--- src/rtl/sri_pkg.sv ---
package sri_pkg;
    localparam int BYTE_W = 8;
    localparam int ADDR_W = 5;
    localparam int RES_W  = 2 * BYTE_W;
    localparam int CNT_W  = $clog2(BYTE_W);

    localparam logic [ADDR_W-1:0] A_RES_HI = 5'd1;
    localparam logic [ADDR_W-1:0] A_RES_LO = 5'd2;
    localparam logic [ADDR_W-1:0] A_CTRL   = 5'd3;
    localparam logic [ADDR_W-1:0] A_GMUX   = 5'd4;
    localparam logic [ADDR_W-1:0] A_SER    = 5'd24;

    localparam logic [BYTE_W-1:0] M_CTRL = 8'h03;
    localparam logic [BYTE_W-1:0] M_GMUX = 8'h7F;
    localparam logic [BYTE_W-1:0] M_SER  = 8'h07;

    localparam logic [1:0] RB_AUTO = 2'b01;

    typedef enum logic [1:0] {
        PH_INSTR,
        PH_WRITE,
        PH_READ,
        PH_DONE
    } phase_e;

    typedef struct packed {
        logic [BYTE_W-1:0] ctrl;
        logic [BYTE_W-1:0] gmux;
        logic [BYTE_W-1:0] ser;
    } cfg_t;

    typedef struct packed {
        phase_e            ph;
        logic [CNT_W-1:0]  cnt;
        logic              two;
        logic              second;
        logic [ADDR_W-1:0] addr;
        logic [BYTE_W-1:0] shin;
        logic [BYTE_W-1:0] obuf;
        logic              obit;
        logic              drive;
        logic              rel_pend;
        logic              conv;
    } fsm_t;

    function automatic logic [BYTE_W-1:0] shift_in(logic [BYTE_W-1:0] cur, logic b, logic lsb);
        return lsb ? {b, cur[BYTE_W-1:1]} : {cur[BYTE_W-2:0], b};
    endfunction

    function automatic logic head_bit(logic [BYTE_W-1:0] w, logic lsb);
        return lsb ? w[0] : w[BYTE_W-1];
    endfunction

    function automatic logic [BYTE_W-1:0] drop_head(logic [BYTE_W-1:0] w, logic lsb);
        return lsb ? {1'b0, w[BYTE_W-1:1]} : {w[BYTE_W-2:0], 1'b0};
    endfunction
endpackage

--- src/rtl/sri_sync.sv ---
module sri_sync #(
    parameter int             WIDTH   = 1,
    parameter int             STAGES  = 2,
    parameter logic [WIDTH-1:0] RST_VAL = '0
) (
    input  logic             clk,
    input  logic             rst_n,
    input  logic [WIDTH-1:0] d,
    output logic [WIDTH-1:0] q
);
    localparam int CHAIN_W = STAGES * WIDTH;

    logic [CHAIN_W-1:0] chain_q;

    generate
        if (STAGES == 1) begin : g_single
            always_ff @(posedge clk or negedge rst_n) begin
                if (!rst_n) chain_q <= RST_VAL;
                else        chain_q <= d;
            end
        end else begin : g_multi
            always_ff @(posedge clk or negedge rst_n) begin
                if (!rst_n) chain_q <= {STAGES{RST_VAL}};
                else        chain_q <= {chain_q[CHAIN_W-WIDTH-1:0], d};
            end
        end
    endgenerate

    assign q = chain_q[CHAIN_W-1 -: WIDTH];
endmodule

--- src/rtl/sri_edge.sv ---
module sri_edge (
    input  logic clk,
    input  logic rst_n,
    input  logic lvl,
    input  logic rise_active,
    output logic act,
    output logic inact
);
    logic prev_q;
    logic rise;
    logic fall;

    always_ff @(posedge clk or negedge rst_n) begin
        if (!rst_n) prev_q <= 1'b0;
        else        prev_q <= lvl;
    end

    always_comb begin
        rise  = lvl & ~prev_q;
        fall  = ~lvl & prev_q;
        act   = rise_active ? rise : fall;
        inact = rise_active ? fall : rise;
    end
endmodule

--- src/rtl/sri_regfile.sv ---
module sri_regfile
    import sri_pkg::*;
(
    input  logic              clk,
    input  logic              rst_n,
    input  logic              wr_en,
    input  logic [ADDR_W-1:0] wr_addr,
    input  logic [BYTE_W-1:0] wr_data,
    input  logic              dir_en,
    input  logic [BYTE_W-2:0] dir_data,
    input  logic [ADDR_W-1:0] rd_addr,
    input  logic [RES_W-1:0]  result_i,
    output logic [BYTE_W-1:0] rd_data,
    output logic              lsb_first,
    output logic              two_wire,
    output logic              early_rel,
    output logic              auto_rb,
    output logic [BYTE_W-2:0] gain_mux
);
    cfg_t cfg_d, cfg_q;

    always_comb begin
        cfg_d = cfg_q;
        if (wr_en) begin
            case (wr_addr)
                A_CTRL:  cfg_d.ctrl = wr_data & M_CTRL;
                A_GMUX:  cfg_d.gmux = wr_data & M_GMUX;
                A_SER:   cfg_d.ser  = wr_data & M_SER;
                default: ;
            endcase
        end
        if (dir_en) begin
            cfg_d.gmux = {1'b0, dir_data};
        end
    end

    always_ff @(posedge clk or negedge rst_n) begin
        if (!rst_n) cfg_q <= '0;
        else        cfg_q <= cfg_d;
    end

    always_comb begin
        case (rd_addr)
            A_RES_HI: rd_data = result_i[RES_W-1:BYTE_W];
            A_RES_LO: rd_data = result_i[BYTE_W-1:0];
            A_CTRL:   rd_data = cfg_q.ctrl;
            A_GMUX:   rd_data = cfg_q.gmux;
            A_SER:    rd_data = cfg_q.ser;
            default:  rd_data = '0;
        endcase
    end

    assign lsb_first = cfg_q.ser[0];
    assign two_wire  = cfg_q.ser[1];
    assign early_rel = cfg_q.ser[2];
    assign auto_rb   = (cfg_q.ctrl[1:0] == RB_AUTO);
    assign gain_mux  = cfg_q.gmux[BYTE_W-2:0];
endmodule

--- src/rtl/sri_top.sv ---
module sri_top
    import sri_pkg::*;
#(
    parameter int SYNC_STAGES = 2
) (
    input  logic             clk,
    input  logic             rst_n,
    input  logic             cs_n,
    input  logic             sclk,
    input  logic             edge_sel,
    input  logic             din_i,
    input  logic [RES_W-1:0] result_i,
    output logic             din_o,
    output logic             din_oe_o,
    output logic             dout_o,
    output logic             dout_oe_o,
    output logic             conv_start_o,
    output logic [6:0]       gain_mux_o
);
    localparam logic [CNT_W-1:0] LAST_BIT = CNT_W'(BYTE_W - 1);

    logic [2:0] raw_w, sync_w;
    logic cs_s, sclk_s, din_s;
    logic act_w, inact_w;

    logic              wr_en;
    logic [ADDR_W-1:0] wr_addr;
    logic [BYTE_W-1:0] wr_data;
    logic              dir_en;
    logic [BYTE_W-1:0] rd_data;
    logic              lsb_first, two_wire, early_rel, auto_rb;
    logic [BYTE_W-1:0] nb;

    fsm_t st_d, st_q;

    assign raw_w = {cs_n, sclk, din_i};

    sri_sync #(.WIDTH(3), .STAGES(SYNC_STAGES), .RST_VAL(3'b100)) sync_i (
        .clk(clk), .rst_n(rst_n), .d(raw_w), .q(sync_w)
    );

    assign {cs_s, sclk_s, din_s} = sync_w;

    sri_edge edge_i (
        .clk(clk), .rst_n(rst_n), .lvl(sclk_s), .rise_active(edge_sel),
        .act(act_w), .inact(inact_w)
    );

    sri_regfile regs_i (
        .clk(clk), .rst_n(rst_n),
        .wr_en(wr_en), .wr_addr(wr_addr), .wr_data(wr_data),
        .dir_en(dir_en), .dir_data(nb[BYTE_W-2:0]),
        .rd_addr(st_q.addr), .result_i(result_i), .rd_data(rd_data),
        .lsb_first(lsb_first), .two_wire(two_wire), .early_rel(early_rel),
        .auto_rb(auto_rb), .gain_mux(gain_mux_o)
    );

    always_comb begin
        st_d    = st_q;
        st_d.conv = 1'b0;
        nb      = shift_in(st_q.shin, din_s, lsb_first);
        wr_en   = 1'b0;
        wr_addr = st_q.addr;
        wr_data = nb;
        dir_en  = 1'b0;

        if (cs_s) begin
            st_d.ph       = PH_INSTR;
            st_d.cnt      = '0;
            st_d.second   = 1'b0;
            st_d.two      = 1'b0;
            st_d.drive    = 1'b0;
            st_d.rel_pend = 1'b0;
        end else if (act_w) begin
            st_d.shin = nb;
            st_d.cnt  = st_q.cnt + 1'b1;
            if (st_q.cnt == LAST_BIT) begin
                case (st_q.ph)
                    PH_INSTR: begin
                        st_d.second = 1'b0;
                        if (nb[BYTE_W-1]) begin
                            dir_en    = 1'b1;
                            st_d.conv = 1'b1;
                            if (auto_rb) begin
                                st_d.ph   = PH_READ;
                                st_d.addr = A_RES_HI;
                                st_d.two  = 1'b1;
                            end else begin
                                st_d.ph = PH_DONE;
                            end
                        end else begin
                            st_d.addr = nb[ADDR_W-1:0];
                            st_d.two  = nb[5];
                            st_d.ph   = nb[6] ? PH_READ : PH_WRITE;
                        end
                    end
                    PH_WRITE: begin
                        wr_en = 1'b1;
                        if (st_q.two && !st_q.second) begin
                            st_d.second = 1'b1;
                            st_d.addr   = st_q.addr + 1'b1;
                        end else begin
                            st_d.ph = PH_DONE;
                        end
                    end
                    PH_READ: begin
                        if (st_q.two && !st_q.second) begin
                            st_d.second = 1'b1;
                            st_d.addr   = st_q.addr + 1'b1;
                        end else begin
                            st_d.ph = PH_DONE;
                            if (early_rel) st_d.drive    = 1'b0;
                            else           st_d.rel_pend = 1'b1;
                        end
                    end
                    default: ;
                endcase
            end
        end else if (inact_w) begin
            if (st_q.ph == PH_READ) begin
                st_d.drive = 1'b1;
                if (st_q.cnt == '0) begin
                    st_d.obit = head_bit(rd_data, lsb_first);
                    st_d.obuf = drop_head(rd_data, lsb_first);
                end else begin
                    st_d.obit = head_bit(st_q.obuf, lsb_first);
                    st_d.obuf = drop_head(st_q.obuf, lsb_first);
                end
            end else if (st_q.rel_pend) begin
                st_d.drive    = 1'b0;
                st_d.rel_pend = 1'b0;
            end
        end
    end

    always_ff @(posedge clk or negedge rst_n) begin
        if (!rst_n) begin
            st_q    <= '0;
            st_q.ph <= PH_INSTR;
        end else begin
            st_q <= st_d;
        end
    end

    assign dout_o       = st_q.obit;
    assign dout_oe_o    = st_q.drive;
    assign din_o        = st_q.obit;
    assign din_oe_o     = st_q.drive & two_wire;
    assign conv_start_o = st_q.conv;
endmodule

--- config.mk ---
export PLATFORM = sky130hd
export DESIGN_NAME = sri_top
export DESIGN_NICKNAME = d
export VERILOG_FILES = /design/src/rtl/sri_pkg.sv /design/src/rtl/sri_sync.sv /design/src/rtl/sri_edge.sv /design/src/rtl/sri_regfile.sv /design/src/rtl/sri_top.sv
export SDC_FILE = /design/constraint.sdc
export NUM_CORES = 1
export LEC_CHECK = 0
export CAP_MARGIN = 30
export CORE_AREA = 4 4 75 77
export DETAILED_ROUTE_END_ITERATION = 8
export DIE_AREA = 0 0 79 81
export DONT_BUFFER_PORTS = 1
export PLACE_DENSITY = 0.88
export SLEW_MARGIN = 0
export SYNTH_ARGS = -nofsm -noshare
export SYNTH_HDL_FRONTEND = slang
export SYNTH_SLANG_ARGS = --single-unit
--- constraint.sdc ---
create_clock -name clk -period 3.9 [get_ports clk]
set_input_delay 0.78 -clock clk [delete_from_list [all_inputs] [get_ports clk]]
set_output_delay 0.78 -clock clk [all_outputs]
set_load 0.05 [all_outputs]
==> metrics.yaml, run 1 <==
cts_tree: "yes"
cts_max_path_buffers: 2
routed_wire_length_per_instance_um: 18.20
synth-seq-cells: 51
detailedRoute.firstPassIterationCount: 4
drc: 0
worst-setup-path-type: "reg -> reg"
power_density_mw_per_mm2: 347.1
antenna_violating_nets_left: 0
worst_setup_path_end_kind: "register"
total_power_mw: 1.089
die-area_mm2: 0.006399
worst_ep_required_time_ns: 4.10
cts_hold_repair.buffers: 0
filler_cell_count: 415
globalRoute.totalOverflow: 0
chipWidth_um: 79
finalClockSkew_ns: 0.01025
post_cts_resize_count: 0
antennaDiodeCount: 0
maximum_number_of_pins_on_one_net_before_global_route_repair: 52
global_route_wire_length_before_repair_mm: 10.29
hold_path_class: "in -> async"
area.growth.synth_to_final_pct: 3.339
clock_edge_transition_at_the_registers_on_the_reported_setup_and_hold_paths_ns: 0.09
post_drt_via_cell_ratio: 6.433
slew_violations: 0
placementRows: 26
final-hold-violation-count: 0
drt-initial-drc-count: 195
hold_slack_ns: 0.1513
fin_crit_sh: 0.6195
worst_slew_margin_rel: 0.3826
synth_cell_types: 59
final_cells: 351
worst_ep_arrival_time_ns: 2.62
ys_warn_count: 0
synthArstFlopShare: 1.000
post_cts_buffers: 0
fin_setup_tns_ns: 0
placeableCoreArea_mm2: 0.005010
routed-via-count: 2258
h-tree-depth: 2
cts_inserted_buffers: 5
totalWireLength_mm: 6.387
worst_ir_drop_vdd_mv: 0.2068
dominantRegCellSynth: "dfrtp_1"
fin_nets: 313
period_minus_slack_ns: 2.416
vias_in_the_first_global_route: 2146
dp_cells: 342
crit_path_max_fanout: 16
grt_use_total: 0.2086
floorplan.io_pins: 34
layout-drive-gt1-share: 0.09609
worst_slew_pin_slew_ns: 0.9261
globalplace.congestion: 0.9664
synth_nets: 328
grt_setup_unrepaired: "false"
synthesis.instances: 295
outcome: "completed"
cts_num_sinks: 51
synth_area_per_cell_um2: 10.29
fmax_mhz: 413.9
static-leakage-power_nw: 1.317
antenna_found_initial: 0
start_util: 0.6059
clockRootBuffer: "clkbuf_8"
die_height_um: 81
clkLatencyLatePin_ns: 0.31
final-setup-viol-count: 0
startpoint_types: "register"
synth_seq_area_share: 0.4213
place.port_buffers: 0
synth_edf_count: 0
drv_cap: 0
syn-cell-area_mm2: 0.003035
place_hpwl_mm: 4.686
cell usage in the layout, fill, tap and decap left out, types with 3 or more instances in the layout:
master     Yosys  layout
o211ai_1       6       6
dfrtp_1       49      49
clkbuf_8       0       5
buf_4          8       3
nor3_1         8       8
and4_1         3       3
mux2_2         6       6
ha_1          11      11
inv_1         18      18
o2bb2ai_1      5       5
nand2_1       14      14
nand3_1        7       7
o31ai_1        4       4
a21oi_1       16      16
nor2_1        17      17
a22oi_1        9       9
a31oi_1        3       3
or3_1          7       7
mux2_1         4       4
nand2b_1       4       4
nor2b_1        3       3
mux2i_1       26      26
nand4_1        5       5
a211oi_1       4       4
power breakdown:
group / switching (mW) / internal [mW]
Sequential: 0.0276 / 0.561
Combinational: 0.0825 / 0.0481
Clock: 0.178 / 0.191
Total: 0.288 / 0.801
cell type report:
| cell class | count | area (µm²) | area share |
|---|---|---|---|
| clock inverters | 3 | 43.79 | 0.01396 |
| repair buffers | 4 | 50.05 | 0.01596 |
| flip-flops and latches | 51 | 1279 | 0.4077 |
| clock buffers | 5 | 68.82 | 0.02194 |
| inverters | 19 | 71.32 | 0.02274 |
| multi-input cells | 199 | 1536 | 0.4898 |
| well taps | 70 | 87.58 | 0.02792 |
routing by layer:
metal	GRT usage	vias up	share of wire
met1	0.2620	1107	0.40
li1	-	1050	-
met4	0.1151	0	0.027
met2	0.3300	86	0.50
met5	0	-	0
met3	0.05432	15	0.070
synthesized netlist by cell type, types with 2 or more instances:
cell | n | area (µm²)
nor2b_1 | 3 | 18.77
inv_1 | 18 | 67.56
a31oi_1 | 3 | 18.77
nand3_1 | 7 | 35.03
mux2_2 | 6 | 67.56
nor2_1 | 17 | 63.81
a22oi_1 | 9 | 67.56
o31ai_1 | 4 | 30.03
mux2i_1 | 26 | 260.3
o21ai_0 | 2 | 10.01
ha_1 | 11 | 137.6
xnor2_1 | 2 | 17.52
or3_1 | 7 | 43.79
buf_2 | 5 | 25.02
nor4bb_1 | 2 | 20.02
o2111ai_1 | 2 | 17.52
nand2b_1 | 4 | 25.02
mux2_4 | 2 | 30.03
and3_1 | 2 | 12.51
and4_1 | 3 | 26.28
dfstp_2 | 2 | 52.55
dfrtp_1 | 49 | 1226
nor3_1 | 8 | 40.04
nand4_1 | 5 | 31.28
o2bb2ai_1 | 5 | 43.79
buf_4 | 8 | 60.06
o311ai_0 | 2 | 17.52
nand2_1 | 14 | 52.55
o211ai_1 | 6 | 45.04
clkbuf_1 | 8 | 30.03
a211oi_1 | 4 | 30.03
a21oi_1 | 16 | 80.08
buf_6 | 2 | 22.52
buf_1 | 3 | 11.26
mux2_1 | 4 | 45.04
worst paths after layout:
path	start	cells after the start	to	slack, ns
max reg2reg	sync_i.chain_q[4]	4	regs_i.gain_mux[1]	1.48
max	sync_i.chain_q[4]	4	regs_i.gain_mux[1]	1.48
min reg2reg	sync_i.chain_q[0]	0	sync_i.chain_q[3]	0.36
max in group asynchronous	rst_n	0	sync_i.chain_q[5]	3.56
min in group clk	sync_i.chain_q[0]	0	sync_i.chain_q[3]	0.36
min	rst_n	0	sync_i.chain_q[3]	0.15
metrics by stage:
stage               area, µm²  utilization  setup WS [ns]
finish                   3137       0.6261          1.484
global route             3137       0.6261          1.327
CTS                      3109       0.6206          1.309
detailed placement       2997       0.5982          1.182
global placement         2997       0.5982          1.219
floorplan                3035            -          1.577
critical path, stage by stage (launching register included):
cell	delay, ns
dfrtp_1	0.43
or3b_1	0.54
a21oi_2	0.64
a41oi_4	0.32
mux2_4	0.36
sequential cells by signal, summed over array words and instances, names as in the netlist:
signal            cells
conv_start_o          1
din_o                 1
dout_oe_o             1
edge_i.prev_q         1
regs_i.cfg_q          2
regs_i.early_rel      1
regs_i.gain_mux       7
regs_i.lsb_first      1
regs_i.two_wire       1
st_q                 24
sync_i.chain_q        6
wr_addr               5
kinds of logic (layout without fill, tap and decap cells):
group                      count (synthesis)  in the layout  share of synthesized area
and+or+nand+nor                           81             81                     0.1500
xor gates and xnor gates                   3              3                   0.008658
buffers and inverters                     45             31                    0.07254
DFF                                       51             51                     0.4213
adders and majority gates                 11             11                    0.04534
AOI/OAI and AO/OA                         66             66                     0.1694
muxes                                     38             38                     0.1327
Power figures use the tool's default switching activity.
==> inputs of run 2 (changes only) <==
--- a/config.mk
+++ b/config.mk
@@ -6,11 +6,11 @@
 export NUM_CORES = 1
 export LEC_CHECK = 0
 export CAP_MARGIN = 30
-export CORE_AREA = 4 4 75 77
+export CORE_AREA = 4 4 78 80
 export DETAILED_ROUTE_END_ITERATION = 8
-export DIE_AREA = 0 0 79 81
+export DIE_AREA = 0 0 82 84
 export DONT_BUFFER_PORTS = 1
-export PLACE_DENSITY = 0.88
+export PLACE_DENSITY = 0.85
 export SLEW_MARGIN = 0
 export SYNTH_ARGS = -nofsm -noshare
 export SYNTH_HDL_FRONTEND = slang
==> constraint.sdc (replaced) <==
create_clock -name clk -period 2.1 [get_ports clk]
set_input_delay 0.42 -clock clk [delete_from_list [all_inputs] [get_ports clk]]
set_output_delay 0.42 -clock clk [all_outputs]
set_load 0.05 [all_outputs]
==> run 2 against run 1 <==
Critical path depth is the same. Sequential power up 85%. First-iteration DRC count down 23%. Largest power group unchanged. Combinational power rose to 2.5 times the previous value. Setup slack worse by 1.4 ns. Die area increased by 7.6%. Non-clock buffer count is 21 higher. Global-route usage grew 1.1 points. Clock skew shrank 0.0041 ns. Clock power up 68%. Sequential share of layout area decreased by 2.0 points. Core utilization fell by 1.5 points.
==> metrics.yaml, run 2 (synthesis results as in run 1) <==
antenna_found_initial: 0  # unchanged
static-leakage-power_nw: 1.484  # was 1.317 nW
slowest_stage: "or3b_1"  # was a21oi_2
global_route_wire_length_before_repair_mm: 11.72  # was 10.29 mm
drt-initial-drc-count: 151  # was 195
cts_num_sinks: 51  # unchanged
critical-path-max-stage-delay_ns: 0.52  # was 0.64 ns
regToRegSetupSlack_ns: 0.12  # was 1.48 ns
layout_commonest_cell: "dfrtp_1"  # unchanged
drc: 0  # unchanged
startpoint_types: "register"  # unchanged
globalplace.congestion: 0.8890  # was 0.9664
most_flops_register: "st_q"  # unchanged
placementRows: 27  # was 26
globalRoute.totalOverflow: 0  # unchanged
area.growth.synth_to_final_pct: 8.780  # was 3.339%
grt_use_total: 0.2192  # was 0.2086
final-setup-viol-count: 0  # unchanged
detailedRoute.firstPassIterationCount: 4  # unchanged
clockRootBuffer: "clkbuf_8"  # unchanged
final_cells: 374  # was 351
clock_edge_transition_at_the_registers_on_the_reported_setup_and_hold_paths_ns: 0.09  # about the same
worst-setup-path-type: "reg -> reg"  # unchanged
cts_tree: "yes"  # unchanged
fin_nets: 334  # was 313
most_used_cells_in_the_layout_excluding_fill_and_tap_cells: "dfrtp_1, mux2i_1, buf_4, inv_1, nor2_1"  # was dfrtp_1, mux2i_1, inv_1, nor2_1, a21oi_1
grt_setup_unrepaired: "false"  # unchanged
floorplan.io_pins: 34  # unchanged
period_minus_slack_ns: 1.981  # was 2.416 ns
post_cts_buffers: 0  # unchanged
worst_ep_required_time_ns: 2.30  # was 4.10 ns
placeableCoreArea_mm2: 0.005405  # was 0.005010 mm²
crit_path_max_fanout: 7  # was 16
crit_path_cells: "or3b_1, a2111oi_4, a41oi_4, mux2_4"  # was or3b_1, a21oi_2, a41oi_4, mux2_4
worst_slew_pin_slew_ns: 0.5488  # was 0.9261 ns
worst_slew_margin_rel: 0.6341  # was 0.3826
largest_register_ff_count: 24  # unchanged
chipWidth_um: 82  # was 79 µm
cts_inserted_buffers: 5  # unchanged
layout-drive-gt1-share: 0.1556  # was 0.09609
hold_path_class: "in -> reg"  # was in -> async
drv_cap: 0  # unchanged
post_drt_via_cell_ratio: 6.099  # was 6.433
die-area_mm2: 0.006888  # was 0.006399 mm²
start_util: 0.5616  # was 0.6059
fin_crit_sh: 0.9433  # was 0.6195
slew_violations: 0  # unchanged
worst_ep_arrival_time_ns: 2.18  # was 2.62 ns
power_density_mw_per_mm2: 617.1  # was 347.1 mW/mm²
place.port_buffers: 0  # unchanged
place_hpwl_mm: 5.152  # was 4.686 mm
finalClockSkew_ns: 0.006164  # was 0.01025 ns
cts_max_path_buffers: 2  # unchanged
routed-via-count: 2281  # was 2258
maximum_number_of_pins_on_one_net_before_global_route_repair: 52  # unchanged
outcome: "completed"  # unchanged
totalWireLength_mm: 6.867  # was 6.387 mm
die_height_um: 84  # was 81 µm
dp_cells: 364  # was 342
fin_setup_tns_ns: 0  # unchanged
worst_ir_drop_vdd_mv: 0.3696  # was 0.2068 mV
routed_wire_length_per_instance_um: 18.36  # was 18.20 µm
antenna_violating_nets_left: 0  # unchanged
clkLatencyLatePin_ns: 0.30  # was 0.31 ns
vias_in_the_first_global_route: 2353  # was 2146
h-tree-depth: 2  # unchanged
worst_setup_path_end_kind: "register"  # unchanged
final-hold-violation-count: 0  # unchanged
fmax_mhz: 504.8  # was 413.9 MHz
antennaDiodeCount: 0  # unchanged
-- run 2: cell types whose count changed in the layout (fill, tap and decap cells not counted) --
| cell | before | now |
|---|---|---|
| buf_4 | 3 | 23 |
| clkbuf_8 | 5 | 7 |
| clkinv_4 | 1 | 0 |
| clkinv_2 | 1 | 0 |
| nor4bb_1 | 2 | 1 |
| bufinv_16 | 1 | 0 |
| dlygate4sd3_1 | 0 | 1 |
| clkbuf_1 | 0 | 1 |
| nor4bb_4 | 0 | 1 |
-- run 2: stage by stage --
stage	hold WS (ns)	cell area [µm²]	total power [mW]	setup WS, ns	utilization
after floorplan	0.1244	3035	1.289	0.1255	-
after global placement	0.1269	3149	1.395	0.1320	0.5826
after detailed placement	0.1268	3149	1.407	0.08684	0.5826
after CTS	0.09085	3287	2.058	0.07395	0.6081
after global routing	0.07671	3302	2.139	0.0006424	0.6109
final	0.1048	3302	2.038	0.1191	0.6109
-- run 2: where the power goes --
group,switching (mW),internal (mW),leakage [nW]
registers,0.0466,1.04,0.622
logic,0.194,0.136,0.810
clock network,0.318,0.301,0.0515
-- run 2: worst max-delay path, delay by kind of cell, from the launching register on --
kind | cells | cell delay (ns)
AO/OA/AOI/OAI | 2 | 0.61
AND/OR/NAND/NOR | 1 | 0.52
multiplexers | 1 | 0.35
flip-flops | 1 | 0.38
-- run 2: metal layers --
metal / track usage / routed length, µm / share of wire
met1: 0.2937 / 2922 / 0.43
met2: 0.3431 / 3443 / 0.50
met5: 0 / 0 / 0
met4: 0.07402 / 112 / 0.016
met3: 0.05292 / 389 / 0.057
-- run 2: final cells by class --
type / instances / area (µm²)
clock buffer: 8 / 100.1
multi-input combinational: 199 / 1551
inverter: 19 / 71.32
sequential: 51 / 1279
fill: 454 / 2103
tap: 72 / 90.09
timing repair buffer: 25 / 210.2
-- run 2: timing repair --
action | CTS | global route
gates resized for setup | 0 | 2
setup endpoints to repair | 0 | 5
endpoints found under the hold margin | 51 | 0
hold buffers | 2 | 0
-- run 2: path summary, 6_finish.rpt --
kind / to / depth (start not counted) / startpoint
max: regs_i.gain_mux[1] / 4 / sync_i.chain_q[4]
min: sync_i.chain_q[2] / 0 / cs_n
max reg2reg: regs_i.gain_mux[1] / 4 / sync_i.chain_q[4]
min reg2reg: sync_i.chain_q[3] / 0 / sync_i.chain_q[0]
max in group asynchronous: sync_i.chain_q[2] / 2 / rst_n
min in group asynchronous: dout_oe_o / 2 / rst_n
==> inputs of run 3 (changes only) <==
--- a/config.mk
+++ b/config.mk
@@ -5,12 +5,14 @@
 export SDC_FILE = /design/constraint.sdc
 export NUM_CORES = 1
 export LEC_CHECK = 0
+export ABC_CLOCK_PERIOD_IN_PS = 2400
 export CAP_MARGIN = 30
-export CORE_AREA = 4 4 78 80
+export CORE_AREA = 4 4 75 77
 export DETAILED_ROUTE_END_ITERATION = 8
-export DIE_AREA = 0 0 82 84
+export DIE_AREA = 0 0 79 81
 export DONT_BUFFER_PORTS = 1
-export PLACE_DENSITY = 0.85
+export HOLD_SLACK_MARGIN = 0.06
+export PLACE_DENSITY = 0.88
 export SLEW_MARGIN = 0
 export SYNTH_ARGS = -nofsm -noshare
 export SYNTH_HDL_FRONTEND = slang
==> constraint.sdc (replaced) <==
create_clock -name clk -period 2.4 [get_ports clk]
set_input_delay 0.48 -clock clk [delete_from_list [all_inputs] [get_ports clk]]
set_output_delay 0.48 -clock clk [all_outputs]
set_load 0.05 [all_outputs]
==> run 3 against run 2 <==
Count of clock-buffer cells in the layout is 2 lower. Hold slack better by 0.062 ns. Register-to-register slack better by 0.23 ns. Highest routed layer unchanged.
==> metrics.yaml, run 3 (synthesis results as in run 1) <==
fin_crit_sh: 0.8551  # was 0.9433
finalClockSkew_ns: 0.008512  # was 0.006164 ns
crit-reg2reg-capture: "regs_i.gain_mux[1]"  # unchanged
period_minus_slack_ns: 2.052  # was 1.981 ns
worst_ir_drop_vdd_mv: 0.3395  # was 0.3696 mV
clockRootBuffer: "clkbuf_8"  # unchanged
clock_edge_transition_at_the_registers_on_the_reported_setup_and_hold_paths_ns: 0.09  # about the same
worst_ep_arrival_time_ns: 2.25  # was 2.18 ns
worst-setup-path-type: "reg -> reg"  # unchanged
placeableCoreArea_mm2: 0.005010  # was 0.005405 mm²
regToRegSetupSlack_ns: 0.35  # was 0.12 ns
drv_cap: 0  # unchanged
static-leakage-power_nw: 1.358  # was 1.484 nW
cts_inserted_buffers: 5  # unchanged
critical-path-max-stage-delay_ns: 0.54  # was 0.52 ns
hold_path_class: "in -> reg"  # unchanged
startpoint_types: "register"  # unchanged
cts_tree: "yes"  # unchanged
hold_slack_ns: 0.1672  # was 0.1048 ns
multi_input_comb_area_mm2: 0.001536  # was 0.001551 mm²
placementRows: 26  # was 27
most_flops_register: "st_q"  # unchanged
antenna_found_initial: 0  # unchanged
area.growth.synth_to_final_pct: 5.318  # was 8.780%
power_density_mw_per_mm2: 558.0  # was 617.1 mW/mm²
h-tree-depth: 2  # unchanged
start_util: 0.6059  # was 0.5616
critical_path.reg2reg.startpoint: "sync_i.chain_q[4]"  # unchanged
cp-startpoint: "sync_i.chain_q[4]"  # unchanged
place.port_buffers: 0  # unchanged
post_dp_area_mm2: 0.003057  # was 0.003149 mm²
cts_num_sinks: 51  # unchanged
largest_register_ff_count: 24  # unchanged
routed_wire_length_per_instance_um: 17.81  # was 18.36 µm
fin_setup_tns_ns: 0  # unchanged
slew_violations: 0  # unchanged
filler_cell_count: 399  # was 454
layout-drive-gt1-share: 0.1142  # was 0.1556
final-hold-violation-count: 0  # unchanged
clkLatencyLatePin_ns: 0.31  # was 0.30 ns
die_height_um: 81  # was 84 µm
globalRoute.totalOverflow: 0  # unchanged
floorplan.io_pins: 34  # unchanged
register_area_mm2: 0.001279  # unchanged
drt-initial-drc-count: 140  # was 151
antenna_violating_nets_left: 0  # unchanged
drc: 0  # unchanged
outcome: "completed"  # unchanged
layout_commonest_cell: "dfrtp_1"  # unchanged
post_cts_resize_count: 0  # unchanged
finalInstanceArea_mm2: 0.003197  # was 0.003302 mm²
detailedRoute.firstPassIterationCount: 4  # unchanged
fmax_mhz: 487.3  # was 504.8 MHz
die-area_mm2: 0.006399  # was 0.006888 mm²
worst_setup_path_end_kind: "register"  # unchanged
antennaDiodeCount: 0  # unchanged
maximum_number_of_pins_on_one_net_before_global_route_repair: 52  # unchanged
grt_use_total: 0.2059  # was 0.2192
crit_path_max_fanout: 7  # unchanged
worst_ep_required_time_ns: 2.60  # was 2.30 ns
globalplace.congestion: 0.9571  # was 0.8890
slowest_stage: "or3b_1"  # unchanged
routed-via-count: 2233  # was 2281
final-setup-viol-count: 0  # unchanged
vias_in_the_first_global_route: 2156  # was 2353
worst_slew_pin_slew_ns: 0.9192  # was 0.5488 ns
hold_path_end: "sync_i.chain_q[2]"  # unchanged
place_hpwl_mm: 4.762  # was 5.152 mm
most_used_cells_in_the_layout_excluding_fill_and_tap_cells: "dfrtp_1, mux2i_1, inv_1, nor2_1, a21oi_1"  # was dfrtp_1, mux2i_1, buf_4, inv_1, nor2_1
post_drt_via_cell_ratio: 6.220  # was 6.099
worst_slew_margin_rel: 0.3872  # was 0.6341
hold_path_startpoint: "cs_n"  # unchanged
worst-r2r-cell-count: 4  # unchanged
totalWireLength_mm: 6.394  # was 6.867 mm
grt_setup_unrepaired: "false"  # unchanged
total_power_mw: 1.784  # was 2.038 mW
cts_max_path_buffers: 2  # unchanged
chipWidth_um: 79  # was 82 µm
crit_path_cells: "or3b_1, a2111oi_4, a41oi_4, mux2_4"  # unchanged
fin_nets: 322  # was 334
global_route_wire_length_before_repair_mm: 10.19  # was 11.72 mm
worstHoldPathCells: 0  # unchanged
==> run 3: cell types whose count changed in the layout (fill, tap and decap cells not counted), sizes merged <==
cell,before,now
bufinv,0,1
buf,24,12
clkbuf,8,6
==> run 3: per-stage QoR <==
stage	worst slack [ns]	utilization	cells
2_1_floorplan	0.3768	-	295
3_3_place_gp	0.3761	0.6101	350
3_5_place_dp	0.3300	0.6101	350
4_1_cts	0.3440	0.6381	359
5_1_grt	0.2183	0.6381	359
6_report	0.3478	0.6381	359
==> run 3: final cells by class <==
class | count | area share
Multi-Input combinational cell | 199 | 0.4806
Sequential cell | 51 | 0.4000
Timing Repair Buffer | 13 | 0.03757
Tap cell | 70 | 0.02740
Clock buffer | 6 | 0.02270
Inverter | 19 | 0.02231
Clock inverter | 1 | 0.009393
==> run 3: worst max path at each step <==
stage | cells after the start | slack [ns] | to
floorplan | 6 | 0.38 | regs_i.lsb_first
global placement | 4 | 0.38 | regs_i.gain_mux[0]
detailed placement | 4 | 0.33 | regs_i.gain_mux[1]
CTS | 4 | 0.34 | regs_i.gain_mux[1]
global route | 4 | 0.22 | regs_i.gain_mux[1]
finish | 4 | 0.35 | regs_i.gain_mux[1]
==> run 3: worst max-delay path, delay by kind of cell, from the launching register on <==
kind / cells / cell delay (ns)
simple gates: 1 / 0.54
compound gates: 2 / 0.62
flops: 1 / 0.44
mux: 1 / 0.35
==> run 3: where the power goes <==
part	internal [mW]	total (mW)	switching (mW)	leakage, nW
clock	0.306	0.571	0.265	0.0513
combinational	0.0990	0.256	0.157	0.685
sequential	0.912	0.957	0.0452	0.622
==> run 3: routing by layer <==
layer	track usage	vias up	share of wire
met3	0.03769	10	0.042
li1	-	1059	-
met4	0.08591	0	0.016
met5	0	-	0
met1	0.2635	1118	0.44
met2	0.3451	46	0.50
==> run 3: what timing repair did <==
item / 4_1_cts / 5_1_grt
hold buffers: 2 / 0
buffers inserted: 0 / 0
hold endpoints to repair: 51 / 0
